## config.mk

```make
export PLATFORM = sky130hd
export DESIGN_NAME = wovf_detector
export DESIGN_NICKNAME = d
export VERILOG_FILES = /design/src/rtl/wovf_pkg.sv /design/src/rtl/wovf_ctz.sv /design/src/rtl/wovf_scan.sv /design/src/rtl/wovf_psbuild.sv /design/src/rtl/wovf_detector.sv
export SDC_FILE = /design/constraint.sdc
export NUM_CORES = 1
export LEC_CHECK = 0
export BUFFER_PORTS_ARGS = -buffer_cell sky130_fd_sc_hd__clkbuf_2
export CORE_UTILIZATION = 42
export CTS_CLUSTER_SIZE = 25
export DETAILED_ROUTE_END_ITERATION = 7
export HOLD_SLACK_MARGIN = 0.08
export MAX_ROUTING_LAYER = met4
export PLACE_DENSITY = 0.66
export SLEW_MARGIN = 10
export SYNTH_ARGS = -nofsm -noshare
export SYNTH_HDL_FRONTEND = slang
export SYNTH_HIERARCHICAL = 1
export SYNTH_SLANG_ARGS = --single-unit
```

## constraint.sdc

```tcl
create_clock -name clk -period 6.6 [get_ports clk]
set_input_delay 0 -clock clk [delete_from_list [all_inputs] [get_ports clk]]
set_output_delay 0 -clock clk [all_outputs]
set_load 0.01 [all_outputs]
```

## src/rtl/wovf_pkg.sv

```systemverilog
package wovf_pkg;
  typedef enum logic [1:0] {
    KIND_NONE  = 2'd0,
    KIND_OVF4  = 2'd1,
    KIND_OVF8  = 2'd2,
    KIND_OVF12 = 2'd3
  } ovf_kind_e;
endpackage

```

## src/rtl/wovf_ctz.sv

```systemverilog
module wovf_ctz #(
  parameter int W  = 16,
  parameter int CW = $clog2(W + 1)
) (
  input  logic [W-1:0]  vec,
  output logic [CW-1:0] cnt,
  output logic          all_zero
);
  // Priority scan from the top bit down; the lowest set bit wins.
  always_comb begin
    cnt = CW'(W);
    for (int i = W - 1; i >= 0; i--) begin
      if (vec[i]) cnt = CW'(i);
    end
  end

  assign all_zero = ~|vec;
endmodule

```

## src/rtl/wovf_scan.sv

```systemverilog
module wovf_scan
  import wovf_pkg::*;
#(
  parameter int NWIN = 8,
  parameter int WBW  = $clog2(NWIN)
) (
  input  logic [WBW-1:0]  base,
  input  logic [NWIN-1:0] ws,
  input  logic [1:0]      need,
  output logic            hit,
  output logic [1:0]      n_rot,
  output ovf_kind_e       kind
);
  localparam int DW = 2 * NWIN;
  localparam int CW = $clog2(DW + 1);

  logic [DW-1:0]  dbl, sh1, sh2;
  logic [WBW:0]   sh_amt;
  logic [CW-1:0]  c1, c2;
  logic           z1, z2;
  logic [CW:0]    n_full;

  // Doubled bitmap, moved so bit 0 is the window just above the base.
  assign dbl    = {ws, ws};
  assign sh_amt = (WBW+1)'(base) + (WBW+1)'(1);
  assign sh1    = dbl >> sh_amt;

  wovf_ctz #(.W(DW), .CW(CW)) u_first (
    .vec(sh1), .cnt(c1), .all_zero(z1)
  );

  assign n_full = (CW+1)'(c1) + (CW+1)'(1);
  assign hit    = !z1 && (n_full <= (CW+1)'(need));
  assign n_rot  = hit ? n_full[1:0] : 2'd0;

  // Look past the found frame to classify the overflow.
  assign sh2 = sh1 >> n_rot;

  wovf_ctz #(.W(DW), .CW(CW)) u_second (
    .vec(sh2), .cnt(c2), .all_zero(z2)
  );

  always_comb begin
    if (!hit)                 kind = KIND_NONE;
    else if (c2 == CW'(0))    kind = KIND_OVF4;
    else if (c2 == CW'(1))    kind = KIND_OVF8;
    else                      kind = KIND_OVF12;
  end

  logic unused_z2;
  assign unused_z2 = z2;
endmodule

```

## src/rtl/wovf_psbuild.sv

```systemverilog
module wovf_psbuild #(
  parameter int PSW      = 32,
  parameter int WBW      = 3,
  parameter int OWB_LSB  = 8,
  parameter int EXCM_BIT = 4
) (
  input  logic [PSW-1:0] ps_in,
  input  logic [WBW-1:0] base,
  input  logic           ovf,
  output logic [PSW-1:0] ps_out
);
  always_comb begin
    ps_out = ps_in;
    if (ovf) begin
      ps_out[OWB_LSB +: WBW] = base;
      ps_out[EXCM_BIT]       = 1'b1;
    end
  end
endmodule

```

## src/rtl/wovf_detector.sv

```systemverilog
module wovf_detector
  import wovf_pkg::*;
#(
  parameter int NWIN     = 8,
  parameter int PSW      = 32,
  parameter int PCW      = 32,
  parameter int OWB_LSB  = 8,
  parameter int EXCM_BIT = 4,
  localparam int WBW     = $clog2(NWIN)
) (
  input  logic            clk,
  input  logic            rst,
  input  logic            req_valid,
  input  logic [WBW-1:0]  win_base,
  input  logic [NWIN-1:0] win_start,
  input  logic [PSW-1:0]  ps_in,
  input  logic [PCW-1:0]  pc_in,
  input  logic [1:0]      need_quads,
  output logic            rsp_valid,
  output logic            ovf,
  output logic [1:0]      rot_amt,
  output logic [PSW-1:0]  ps_out,
  output logic [PCW-1:0]  epc_out,
  output logic [1:0]      exc_kind
);
  generate
    if (NWIN < 8 || (1 << WBW) != NWIN) begin : g_bad_nwin
      $error("NWIN must be a power of two of at least 8");
    end
    if (OWB_LSB + WBW > PSW || EXCM_BIT >= PSW) begin : g_bad_ps
      $error("status field positions exceed PSW");
    end
  endgenerate

  logic            hit_c;
  logic [1:0]      rot_c;
  ovf_kind_e       kind_c;
  logic [PSW-1:0]  ps_c;

  wovf_scan #(.NWIN(NWIN), .WBW(WBW)) u_scan (
    .base(win_base), .ws(win_start), .need(need_quads),
    .hit(hit_c), .n_rot(rot_c), .kind(kind_c)
  );

  wovf_psbuild #(.PSW(PSW), .WBW(WBW), .OWB_LSB(OWB_LSB), .EXCM_BIT(EXCM_BIT)) u_ps (
    .ps_in(ps_in), .base(win_base), .ovf(hit_c), .ps_out(ps_c)
  );

  always_ff @(posedge clk) begin
    if (rst) begin
      rsp_valid <= 1'b0;
      ovf       <= 1'b0;
      rot_amt   <= 2'd0;
      ps_out    <= '0;
      epc_out   <= '0;
      exc_kind  <= KIND_NONE;
    end else begin
      rsp_valid <= req_valid;
      if (req_valid) begin
        ovf      <= hit_c;
        rot_amt  <= rot_c;
        ps_out   <= ps_c;
        epc_out  <= hit_c ? pc_in : '0;
        exc_kind <= kind_c;
      end
    end
  end


  valid_follow_chk: assert property (@(posedge clk) disable iff (rst)
    req_valid |=> rsp_valid);

  valid_idle_chk: assert property (@(posedge clk) disable iff (rst)
    !req_valid |=> !rsp_valid);

  ovf_need_chk: assert property (@(posedge clk) disable iff (rst)
    (req_valid && need_quads == 2'd0) |=> !ovf);

  rot_range_chk: assert property (@(posedge clk) disable iff (rst)
    rsp_valid |-> (ovf == (rot_amt != 2'd0)));

  excm_set_chk: assert property (@(posedge clk) disable iff (rst)
    (rsp_valid && ovf) |-> (ps_out[EXCM_BIT] && ps_out[OWB_LSB +: WBW] == $past(win_base)));

  epc_capture_chk: assert property (@(posedge clk) disable iff (rst)
    (rsp_valid && ovf) |-> epc_out == $past(pc_in));

  kind_consistent_chk: assert property (@(posedge clk) disable iff (rst)
    rsp_valid |-> (ovf == (exc_kind != 2'd0)));

  hold_idle_chk: assert property (@(posedge clk) disable iff (rst)
    !req_valid |=> ($stable(ps_out) && $stable(epc_out) && $stable(exc_kind) && $stable(ovf)));
endmodule

```

==> results by group <==
Run status
  – Outcome: complete, no violations

Pwr
  – Maximum VDD drop: roughly 0.00014 V
  – Switching Share: 38.4%
  – Clock network power share: 24.4%
  – Logic pwr share: about 40%
  – Psw: roughly 0.00053 W
  – Sequential share of power: approximately 35%
  – Internal Pwr Total: 0.000845 W
  – Power per cell area: approximately 250 mW/mm²
  – P_leak: approximately 2.6 nW

Clock tree
  – Number of post-CTS setup repair buffers: 0
  – CTS clk-pin slew, worst paths: approximately 0.080 ns
  – H-tree depth: 3
  – Clock Tree Buf Depth: 2
  – Sink Count: 70
  – CTS tree: yes
  – Clock Root Buffer: clkbuf_8
  – Cts bufs inserted: 9
  – Clock Latency Late Sink: 0.36 ns
  – Post-CTS Resized: 0

Critical path
  – Crit path DAT: about 5.1 ns
  – Worst r2r src: ps_out[18]
  – Crit path cell chain: clkbuf_2 > mux2_2 > a22oi_1 > o211ai_1 > a21oi_1 > o21ai_0 > o22ai_1 > ha_1 > ha_1 > nor2b_1 > o21ai_0 > nand3_2 > mux2i_1 > o21ai_2 > nor4_2 > nand2b_1 > a21oi_1 > nor4_1 > a21boi_0 > mux2i_1 > nor2_1
  – CP max FO: 16
  – Worst r2r dst: ps_out[18]
  – WS Path Type: in -> reg
  – Worst path required time: 6.82 ns
  – Critical path launch point: win_base[1]
  – Max stage delay on crit path: 0.43 ns
  – R2R Setup Slk: about 5.3 ns
  – Reg2Reg Depth: 3
  – Crit. End Element: register
  – Slowest CP cell: mux2_2
  – Critical Path Source Type: input port

Detailed routing
  – Number of remaining DRC errors: 0
  – Routed WL: approximately 11000 µm
  – Via density per instance: 5.06
  – Routed vias: 4019
  – Routed wire per std cell: 14.4 µm
  – Post-route antenna net violation count: 0
  – DRT iter0 DRCs: 152
  – DRT Pass-1 Iters: 4

GRT
  – GRT Max-Usage Layer: met2
  – First-pass GRT wire length: between 15000 and 20000 µm
  – Met3 Track Usage GR: 4.42%
  – Grt met2 use: 38.5%
  – Initial antenna violation count: 0
  – Vias in the first global route: 3839
  – Largest net degree at the start of global routing: between 100 and 150
  – GRT overflow: 0
  – GRT Overall Usage: between 20% and 30%
  – Routing usage on met1: between 20 and 30%

STA
  – Slew Viols, Final: 0
  – Clock Skew: 0 ns
  – Fin crit period: 4.88 ns
  – FMAX: about 0.2 GHz
  – Worst-margin pin slew: roughly 1.1 ns
  – RSZ-0062 raised after global routing: false
  – Hold slack: 0.238 ns
  – Worst slew margin: approximately 26%
  – Hold Fails Final Rpt: 0
  – Fin crit share: between 70% and 80%
  – Finish-stage setup viols: 0
  – Setup TNS: 0 ns

Synth
  – Warning count from the yosys run: 6
  – Synthesized area per cell: a little under 9 µm²
  – Post-Synthesis Cells: between 400 and 500
  – Mapped Area: roughly 0.0041 mm²

Floorplanning
  – Die span in y: just over 100 µm
  – Die W: about 100 µm
  – Core area: between 0.009 and 0.01 mm²
  – Initial Util: approximately 44%
  – # IOs: 150
  – Placement row count: 35
  – DIE AREA: 0.0103 mm²

Cells and area
  – Fill cells: between 800 and 900
  – Design area: between 0.005 and 0.006 mm²
  – Area growth from synthesis to layout: 35.0%
  – Share of cells above drive strength 1: approximately 30%
  – Fin cells: slightly below 800
  – Nets@finish: between 700 and 800
  – Most common cell after layout, fill and taps aside: clkbuf_2
  – Commonest cells after routing, fill and taps aside: 148 x clkbuf_2, 73 x dlygate4sd3_1, 70 x dfxtp_1
  – Antenna diode count: 0

Hold path
  – Min-Delay Path Depth: 4
  – Hold_sp: win_base[2]
  – Hold EP: ps_out[10]
  – Hold Path Class: in -> reg

Placement
  – Gp weighted congestion: between 0.8 and 0.9
  – Placed inst area: approximately 0.0047 mm²
  – Number of port buffers: about 150
  – Placed cells: 705
  – Hpwl dp: 7110 µm

Flow run
  – Max-cap violations: 0
==> flip-flops by register name, summed over array words and instances, names as in the netlist <==
name	flops
epc_out	32
rot_amt	2
ps_out	32
ovf	1
rsp_valid	1
exc_kind	2
==> metal layers <==
layer | part of all wire [%] | vias up
li1 | - | 2004
met1 | 43 | 1869
met2 | 50 | 130
met3 | 4.8 | 16
met4 | 2.0 | 0
met5 | 0 | -
==> metrics by stage <==
stage | utilization, % | setup slack [ns] | total power (W)
final | 59.4 | 1.72 | 0.00137
after global routing | 59.4 | 1.15 | 0.00146
after CTS | 59.4 | 1.84 | 0.00138
after detailed placement | 49.7 | 1.47 | 0.00100
after global placement | 49.7 | 1.66 | 0.000992
after floorplan | - | 2.07 | 0.000895
==> power groups by stage <==
stage,clock [W],combinational [W],sequential [W]
floorplan,0,0.000382,0.000513
global placement,0,0.000499,0.000493
detailed placement,0,0.000509,0.000494
CTS,0.000345,0.000546,0.000485
global route,0.000362,0.000603,0.000491
finish,0.000335,0.000552,0.000486
==> critical path, delay by kind of cell <==
kind | cells | cell delay [ns]
compound gates | 9 | 1.80
simple gates | 6 | 1.47
mux | 3 | 0.96
fa+ha+maj | 2 | 0.63
buf+inv | 1 | 0.23
==> repair_timing <==
action                                  in CTS  in global routing
hold buffers                                73                  0
endpoints found under the setup margin       0                  0
endpoints found under the hold margin       64                  0
==> worst max path at each step <==
stage,end,cells after the start,slack [ns]
floorplan,exc_kind[0],20,2.07
CTS,exc_kind[0],21,1.84
detailed placement,exc_kind[0],21,1.47
global route,exc_kind[0],22,1.15
finish,exc_kind[1],21,1.72
global placement,exc_kind[0],20,1.66
==> final cells by class <==
cell class / count / area (µm²) / share of cell area [%]
Clock inverter: 7 / 61.3 / 1.10
Multi-Input combinational cell: 344 / 2300 / 41.2
Timing Repair Buffer: 225 / 1500 / 26.9
Sequential cell: 70 / 1400 / 25.1
Inverter: 10 / 37.5 / 0.671
Clock buffer: 9 / 124 / 2.22
Tap cell: 129 / 161 / 2.89
No activity file was read; power rests on OpenSTA's default activity.
